### src/rtl/modem_pkg.sv
package modem_pkg;
  localparam int unsigned NLINE   = 4;
  localparam int unsigned LN_CTS  = 0;
  localparam int unsigned LN_DSR  = 1;
  localparam int unsigned LN_RI   = 2;
  localparam int unsigned LN_DCD  = 3;
  localparam int unsigned CTL_DTR = 0;
  localparam int unsigned CTL_RTS = 1;
  localparam int unsigned CTL_AUX1 = 2;
  localparam int unsigned CTL_AUX2 = 3;
endpackage

### src/rtl/modem_sync.sv
module modem_sync #(
  parameter int unsigned WIDTH  = 4,
  parameter int unsigned STAGES = 2
) (
  input  logic             clk,
  input  logic             rst_n,
  input  logic [WIDTH-1:0] pin_i,
  output logic [WIDTH-1:0] pin_o
);
  logic [STAGES-1:0][WIDTH-1:0] chain_q;

  generate
    for (genvar s = 0; s < STAGES; s++) begin : g_stage
      always_ff @(posedge clk or negedge rst_n) begin
        if (!rst_n) chain_q[s] <= '1;
        else if (s == 0) chain_q[s] <= pin_i;
        else chain_q[s] <= chain_q[(s == 0) ? 0 : s-1];
      end
    end
  endgenerate

  assign pin_o = chain_q[STAGES-1];
endmodule

### src/rtl/modem_delta.sv
module modem_delta #(
  parameter int unsigned NL     = 4,
  parameter int unsigned RI_IDX = 2
) (
  input  logic          clk,
  input  logic          rst_n,
  input  logic [NL-1:0] lvl_i,
  input  logic          clr_i,
  output logic [NL-1:0] lvl_o,
  output logic [NL-1:0] flag_o
);
  logic [NL-1:0] lvl_q, flag_q, hit;

  generate
    for (genvar i = 0; i < NL; i++) begin : g_line
      if (i == RI_IDX) begin : g_trail
        assign hit[i] = lvl_q[i] & ~lvl_i[i];
      end else begin : g_any
        assign hit[i] = lvl_q[i] ^ lvl_i[i];
      end
    end
  endgenerate

  always_ff @(posedge clk or negedge rst_n) begin
    if (!rst_n) begin
      lvl_q  <= '0;
      flag_q <= '0;
    end else begin
      lvl_q  <= lvl_i;
      flag_q <= (clr_i ? '0 : flag_q) | hit;
    end
  end

  assign lvl_o  = lvl_q;
  assign flag_o = flag_q;
endmodule

### src/rtl/modem_ctl_unit.sv
module modem_ctl_unit
  import modem_pkg::*;
#(
  parameter int unsigned SYNC_STAGES = 2,
  parameter int unsigned DATA_W      = 8
) (
  input  logic              clk,
  input  logic              rst_n,
  input  logic              reg_sel,
  input  logic              wr_en,
  input  logic              rd_en,
  input  logic [DATA_W-1:0] wdata,
  output logic [DATA_W-1:0] rdata,
  input  logic              loop_en,
  input  logic              msi_en,
  input  logic              cts_n,
  input  logic              dsr_n,
  input  logic              ri_n,
  input  logic              dcd_n,
  output logic              dtr_n,
  output logic              rts_n,
  output logic              irq
);
  localparam int unsigned PAD_W = DATA_W - NLINE;

  logic [NLINE-1:0] ctl_q, pins_n, pins_sync_n, loop_lvl, lvl_sel, lvl_cur, flags;
  logic             st_clr;

  always_ff @(posedge clk or negedge rst_n) begin
    if (!rst_n) ctl_q <= '0;
    else if (wr_en && !reg_sel) ctl_q <= wdata[NLINE-1:0];
  end

  assign pins_n[LN_CTS] = cts_n;
  assign pins_n[LN_DSR] = dsr_n;
  assign pins_n[LN_RI]  = ri_n;
  assign pins_n[LN_DCD] = dcd_n;

  modem_sync #(.WIDTH(NLINE), .STAGES(SYNC_STAGES)) u_sync (
    .clk(clk), .rst_n(rst_n), .pin_i(pins_n), .pin_o(pins_sync_n)
  );

  assign loop_lvl[LN_CTS] = ctl_q[CTL_RTS];
  assign loop_lvl[LN_DSR] = ctl_q[CTL_DTR];
  assign loop_lvl[LN_RI]  = ctl_q[CTL_AUX1];
  assign loop_lvl[LN_DCD] = ctl_q[CTL_AUX2];

  assign lvl_sel = loop_en ? loop_lvl : ~pins_sync_n;
  assign st_clr  = rd_en && reg_sel;

  modem_delta #(.NL(NLINE), .RI_IDX(LN_RI)) u_delta (
    .clk(clk), .rst_n(rst_n), .lvl_i(lvl_sel), .clr_i(st_clr),
    .lvl_o(lvl_cur), .flag_o(flags)
  );

  assign rdata = reg_sel ? {{(PAD_W-NLINE){1'b0}}, lvl_cur, flags}
                         : {{PAD_W{1'b0}}, ctl_q};
  assign dtr_n = ~(ctl_q[CTL_DTR] & ~loop_en);
  assign rts_n = ~(ctl_q[CTL_RTS] & ~loop_en);
  assign irq   = msi_en & (|flags);
endmodule

### config.mk
export PLATFORM = sky130hd
export DESIGN_NAME = modem_ctl_unit
export DESIGN_NICKNAME = d
export VERILOG_FILES = /design/src/rtl/modem_pkg.sv /design/src/rtl/modem_sync.sv /design/src/rtl/modem_delta.sv /design/src/rtl/modem_ctl_unit.sv
export SDC_FILE = /design/constraint.sdc
export NUM_CORES = 1
export LEC_CHECK = 0
export BUFFER_PORTS_ARGS = -buffer_cell sky130_fd_sc_hd__buf_2
export CAP_MARGIN = 20
export CORE_MARGIN = 2
export CORE_UTILIZATION = 46
export DETAILED_ROUTE_END_ITERATION = 8
export GPL_ROUTABILITY_DRIVEN = 0
export HOLD_SLACK_MARGIN = 0.1
export MAX_ROUTING_LAYER = met4
export PLACE_DENSITY = 0.78
export SYNTH_ARGS = -nofsm -noshare
export SYNTH_HDL_FRONTEND = slang
export SYNTH_SLANG_ARGS = --single-unit
### constraint.sdc
create_clock -name clk -period 1.1 [get_ports clk]
set_input_delay 0.055 -clock clk [delete_from_list [all_inputs] [get_ports clk]]
set_output_delay 0.055 -clock clk [all_outputs]
set_load 0.03 [all_outputs]
### After elaboration in Yosys (flattened, before gate mapping)

Cells that the tools add are included.
Widths: inputs -> output; s select.

| storage, ports and cells | value |
|---|---|
| input bits | 19 |
| register bits | 20 |
| output and inout bits | 11 |

| operators by class | value |
|---|---|
| multiplexer cells | 3 |
| bitwise logic cells | 13 |
| reductions and logical operators | 4 |

Operator list:

| operator | count |
|---|---|
| $mux 4 | 2 |
| $mux 8 | 1 |
| $and 1x1->1 | 4 |
| $not 1->1 | 4 |
| $not 4->4 | 1 |
| $or 4x4->4 | 1 |
| $reduce_or 4->1 | 1 |
| $xor 1x1->1 | 3 |
| $logic_and 1x1->1 | 2 |
| $logic_not 1->1 | 1 |

### Depth between registers and ports, before layout

| logic depth | value |
|---|---|
| depth in word-level cells | 5 |
| gate-level depth with buffers | 4 |

### Modules after synthesis

A second synthesis with hierarchy kept.

| unflattened totals | value |
|---|---|
| cell total of the unflattened synthesis | 67 |
| area, all modules | 835.8 um^2 |

By module, submodules not included:

| module | cells an instance | instances | area an instance (um^2) | seq. area each (um^2) |
|---|---|---|---|---|
| modem_ctl_unit | 35 | 1 | 329.1 | 100.1 |
| modem_delta | 20 | 1 | 266.5 | 200.2 |
| modem_sync | 12 | 1 | 240.2 | 210.2 |

### Worst setup path after synthesis

OpenSTA, ideal clock, no wires.

| timing | value |
|---|---|
| path type | register to output |
| start | reg u_delta.flag_q[1] (netlist: u_delta.flag_o[1]) |
| end | out irq |
| stages on the path, launching flop included | 2 |
| path slack | 0.133 ns |
| arrival time | 0.912 ns |
| required time | 1.045 ns |
| path through | dfrtp_1 o41a_1 |

| on the way | value |
|---|---|
| cells in the longest elaborated chain, start to end | 2 |

RTL lines:

| what | line | source |
|---|---|---|
| start, declared | modem_delta.sv:12 | `logic [NL-1:0] lvl_q, flag_q, hit;` |
| start signal, assigned | modem_delta.sv:30 | `flag_q <= (clr_i ? '0 : flag_q) \| hit;` |
| $reduce_or 4->1 | modem_ctl_unit.sv:60 | `assign irq = msi_en & (\|flags);` |
| $and 1x1->1 | modem_ctl_unit.sv:60 |  |
| end, declared | modem_ctl_unit.sv:22 | `output logic irq` |

Every way passes these cells.

### Final worst setup path

| timing | value |
|---|---|
| start | reg u_delta.flag_q[2] (netlist: u_delta.flag_o[2]) |
| end | out irq |

The elaborated chain is that of the path after synthesis.

==> summary.md <==
| Metric | Value |
|---|---|
| R2R Path Start | `ctl_q[1]` |
| End of the worst register-to-register path | `u_delta.flag_o[0]` |
| Dpl hpwl | `1096 um` |
| Syn avg cell area | `12.12 um2` |
| Design Power | `1779 uW` |
| Vias/cell | `4.908` |
| Main synth FF type | `dfrtp_1` |
| Avg WL per Cell | `12.92 um` |
| RSZ-0062 raised after global routing | `yes` |
| R2R cell count | `5` |
| Synthesized flop and latch total | `20` |
| Drt first pass iters | `4` |
| Post-synth top area cell | `dfrtp_1` |
| Area grow syn2layout | `52.85%` |
| Clock sinks | `20` |
| DIE AREA | `2117 um2` |
| Leak | `0.0006105 uW` |
| Std-Cell Core Area | `1689 um2` |
| Clk slew on worst S/H paths | `0.11 ns` |
| Peak fanout along the critical path | `2` |
| I/O pins | `30` |
| Top post-synthesis cells by area | `dfrtp_1 37%, dfstp_2 26%, mux2_1 8.3%` |
| Failing checks | `setup timing` |
| Relative slew slack | `70.63%` |
| Sequential cell area | `510.5 um2` |
| Met2 Use GR | `28.61%` |
| Internal | `1253 uW` |
| Num CTS Buffers | `3` |
| Comb pwr share | `30.7%` |
| Synth Instances | `67` |
| Top Usage Layer GRT | `met2` |
| Cell with the most instances after synthesis | `dfrtp_1` |
| Share of post-route cells with drive strength above 1 | `46.49%` |
| Seq/Total Area, Yosys | `62.87%` |
| Maximum VDD drop | `0.9173 mV` |
| CP cell instances | `o41a_1, buf_6` |
| R2R Setup Slk | `0.05 ns` |
| Initial Utilization | `48.07%` |
| Switching pwr | `526.4 uW` |
| Largest stage delay on the critical path | `0.43 ns` |
| Netlist cell types | `21` |
| Final setup fails | `6` |
| Final period util | `121.7%` |
| GR Util met1 | `21.68%` |
| Area of the multi-input gates | `309.0 um2` |
| Hold Crit Start | `loop_en` |
| CTS HTree Levels | `1` |
| Maximum operating frequency | `746.9 MHz` |
| Detailed Route Iter0 Violations | `12` |
| CTS tree | `yes` |
| Met3 Usage GRT | `4.365%` |
| Synth top area share | `36.98%` |
| Final nets | `134` |
| Setup slack after layout | `-0.2388 ns` |
| Max Root-Sink Buffers | `2` |
| Drt total wl | `1693 um` |
| Antenna Cells | `0` |
| Fillers | `118` |
| Least-Margin Pin Slew | `0.4406 ns` |
| HP Class | `in2reg` |
| Crit end category | `output port` |
| Hold endpoint | `u_delta.lvl_o[1]` |
| Hold depth | `3` |
| Die span in x | `46.02 um` |
| Via Count | `643` |
| Status | `finished with violations` |
| Hold Fails Final Rpt | `0` |
| Clock share of power | `20.1%` |
| Post-DRT Antenna Nets | `0` |
| Min Tclk post-route | `1.339 ns` |
| Number of synthesized flops with an enable pin | `0` |
| Asr flop ratio synth | `100.0%` |
| Ys Warns | `0` |
| Synth Net Count | `86` |
| Sequential power share | `49.1%` |
| Grt ovf | `0` |
| Commonest cells in the synthesized netlist | `12 x dfrtp_1, 11 x nand2_1, 8 x dfstp_2` |
| Root buffer cell | `clkbuf_4` |
| Sw Ratio | `29.58%` |
| Die Ht | `46.02 um` |
| Largest net degree at the start of global routing | `21` |
| Critical Setup Path Class | `reg2out` |
| Crit path arrival time | `1.28 ns` |
| First-pass GRT wire length | `2553 um` |
| Crit path launch type | `flip-flop` |
| Initial antenna violation count | `0` |
| Crit path required time | `1.04 ns` |
| Standard-cell rows | `15` |
| Power per cell area | `1434 nW/um2` |
| Gr usage total | `18.07%` |
| Post-Syn Area | `812.0 um2` |
| PortBufs | `25` |
| Clock Latency Late Sink | `0.30 ns` |
| Max-cap violation count | `0` |
| Worst Hold Slack | `0.1044 ns` |
| Final clock skew | `0.005759 ns` |
| Final Slew Violations | `0` |
| Drt drc | `0` |
| Vias in the first global route | `596` |
| Slowest-stage cell, CP | `o41a_1` |
## metal layers
layer / vias up / share of wire [%]
met5: - / 0
met1: 303 / 44
met3: 2 / 4.2
met2: 25 / 51
met4: 0 / 1.1
li1: 313 / -
## final cells by class
| class | count | area share, % |
|---|---|---|
| flip-flops and latches | 20 | 41.13 |
| repair buffers | 45 | 29.54 |
| multi-input cells | 43 | 24.90 |
| clock buffers | 4 | 2.117 |
| well taps | 17 | 1.714 |
| inverters | 2 | 0.6048 |
## repair_timing
item | in CTS | in global routing
hold buffers | 10 | 1
setup buffers | 4 | 5
pin swaps | 1 | 0
setup endpoints to repair | 4 | 10
gates resized for setup | 18 | 12
hold endpoints to repair | 29 | 1
cloned | 0 | 0
## cell families (layout without fill, tap and decap cells)
| group | after synthesis | count (layout) | synth area share [%] |
|---|---|---|---|
| AOI/OAI and AO/OA | 7 | 7 | 5.701 |
| and+or+nand+nor | 29 | 29 | 18.95 |
| buffers and inverters | 4 | 51 | 2.927 |
| muxes | 7 | 7 | 9.553 |
| DFF | 20 | 20 | 62.87 |
## critical path, delay by kind of cell, from the launching register on
family                 cells  cell delay [ns]
buffers and inverters      1             0.15
DFF                        1             0.41
AOI/OAI and AO/OA          1             0.43
## state kept, by name, summed over array words and instances (netlist names)
name,flops
ctl_q,4
u_delta.flag_o,4
u_delta.lvl_o,4
u_sync.chain_q,4
u_sync.pin_o,4
## power groups by stage
stage	Sequential [uW]	Combinational, uW	Clock (uW)
after global routing	883	589	397
after global placement	888	324	0
after floorplan	874	233	0
final	874	546	358
after CTS	871	476	365
after detailed placement	897	330	0
## metrics by stage
step	setup WS (ns)	setup TNS (ns)	instance area (um2)	util [%]	instances
2_1_floorplan	0.1335	0	812.0	-	67
3_3_place_gp	0.09352	0	949.7	56.22	108
3_5_place_dp	0.09418	0	949.7	56.22	108
4_1_cts	-0.2348	-0.6443	1165	68.96	126
5_1_grt	-0.2698	-0.9710	1241	73.48	131
6_report	-0.2388	-0.7005	1241	73.48	131
## layout by cell type, fill, tap and decap left out
cell type      synthesis  final
a21o_1                 2      2
and2_1                 4      3
and2_4                 0      1
and2b_1                1      1
buf_2                  1     16
buf_4                  0      7
buf_6                  1     11
clkbuf_1               0      1
clkbuf_4               0      3
dfrtp_1               12     12
dfstp_2                8      8
dlygate4sd3_1          0     11
inv_1                  2      2
mux2_1                 6      3
mux2_4                 0      3
mux2i_1                1      1
nand2_1               11     10
nand2_2                0      1
nand2b_4               0      2
nand3_1                5      5
nor2_1                 1      1
nor2b_1                1      1
nor2b_4                1      1
o21ai_0                2      2
o21ai_1                2      2
o41a_1                 1      1
or2_1                  2      2
or3_1                  1      1
## worst max path at each step
stage                                 start  end  slack, ns  depth (start not counted)
after floorplan           u_delta.flag_o[1]  irq       0.13                          1
after global placement    u_delta.flag_o[1]  irq       0.09                          2
after global routing      u_delta.flag_o[2]  irq      -0.27                          2
after detailed placement  u_delta.flag_o[1]  irq       0.09                          2
final                     u_delta.flag_o[2]  irq      -0.24                          2
after CTS                 u_delta.flag_o[0]  irq      -0.23                          2
(Power assumes the default switching activity.)
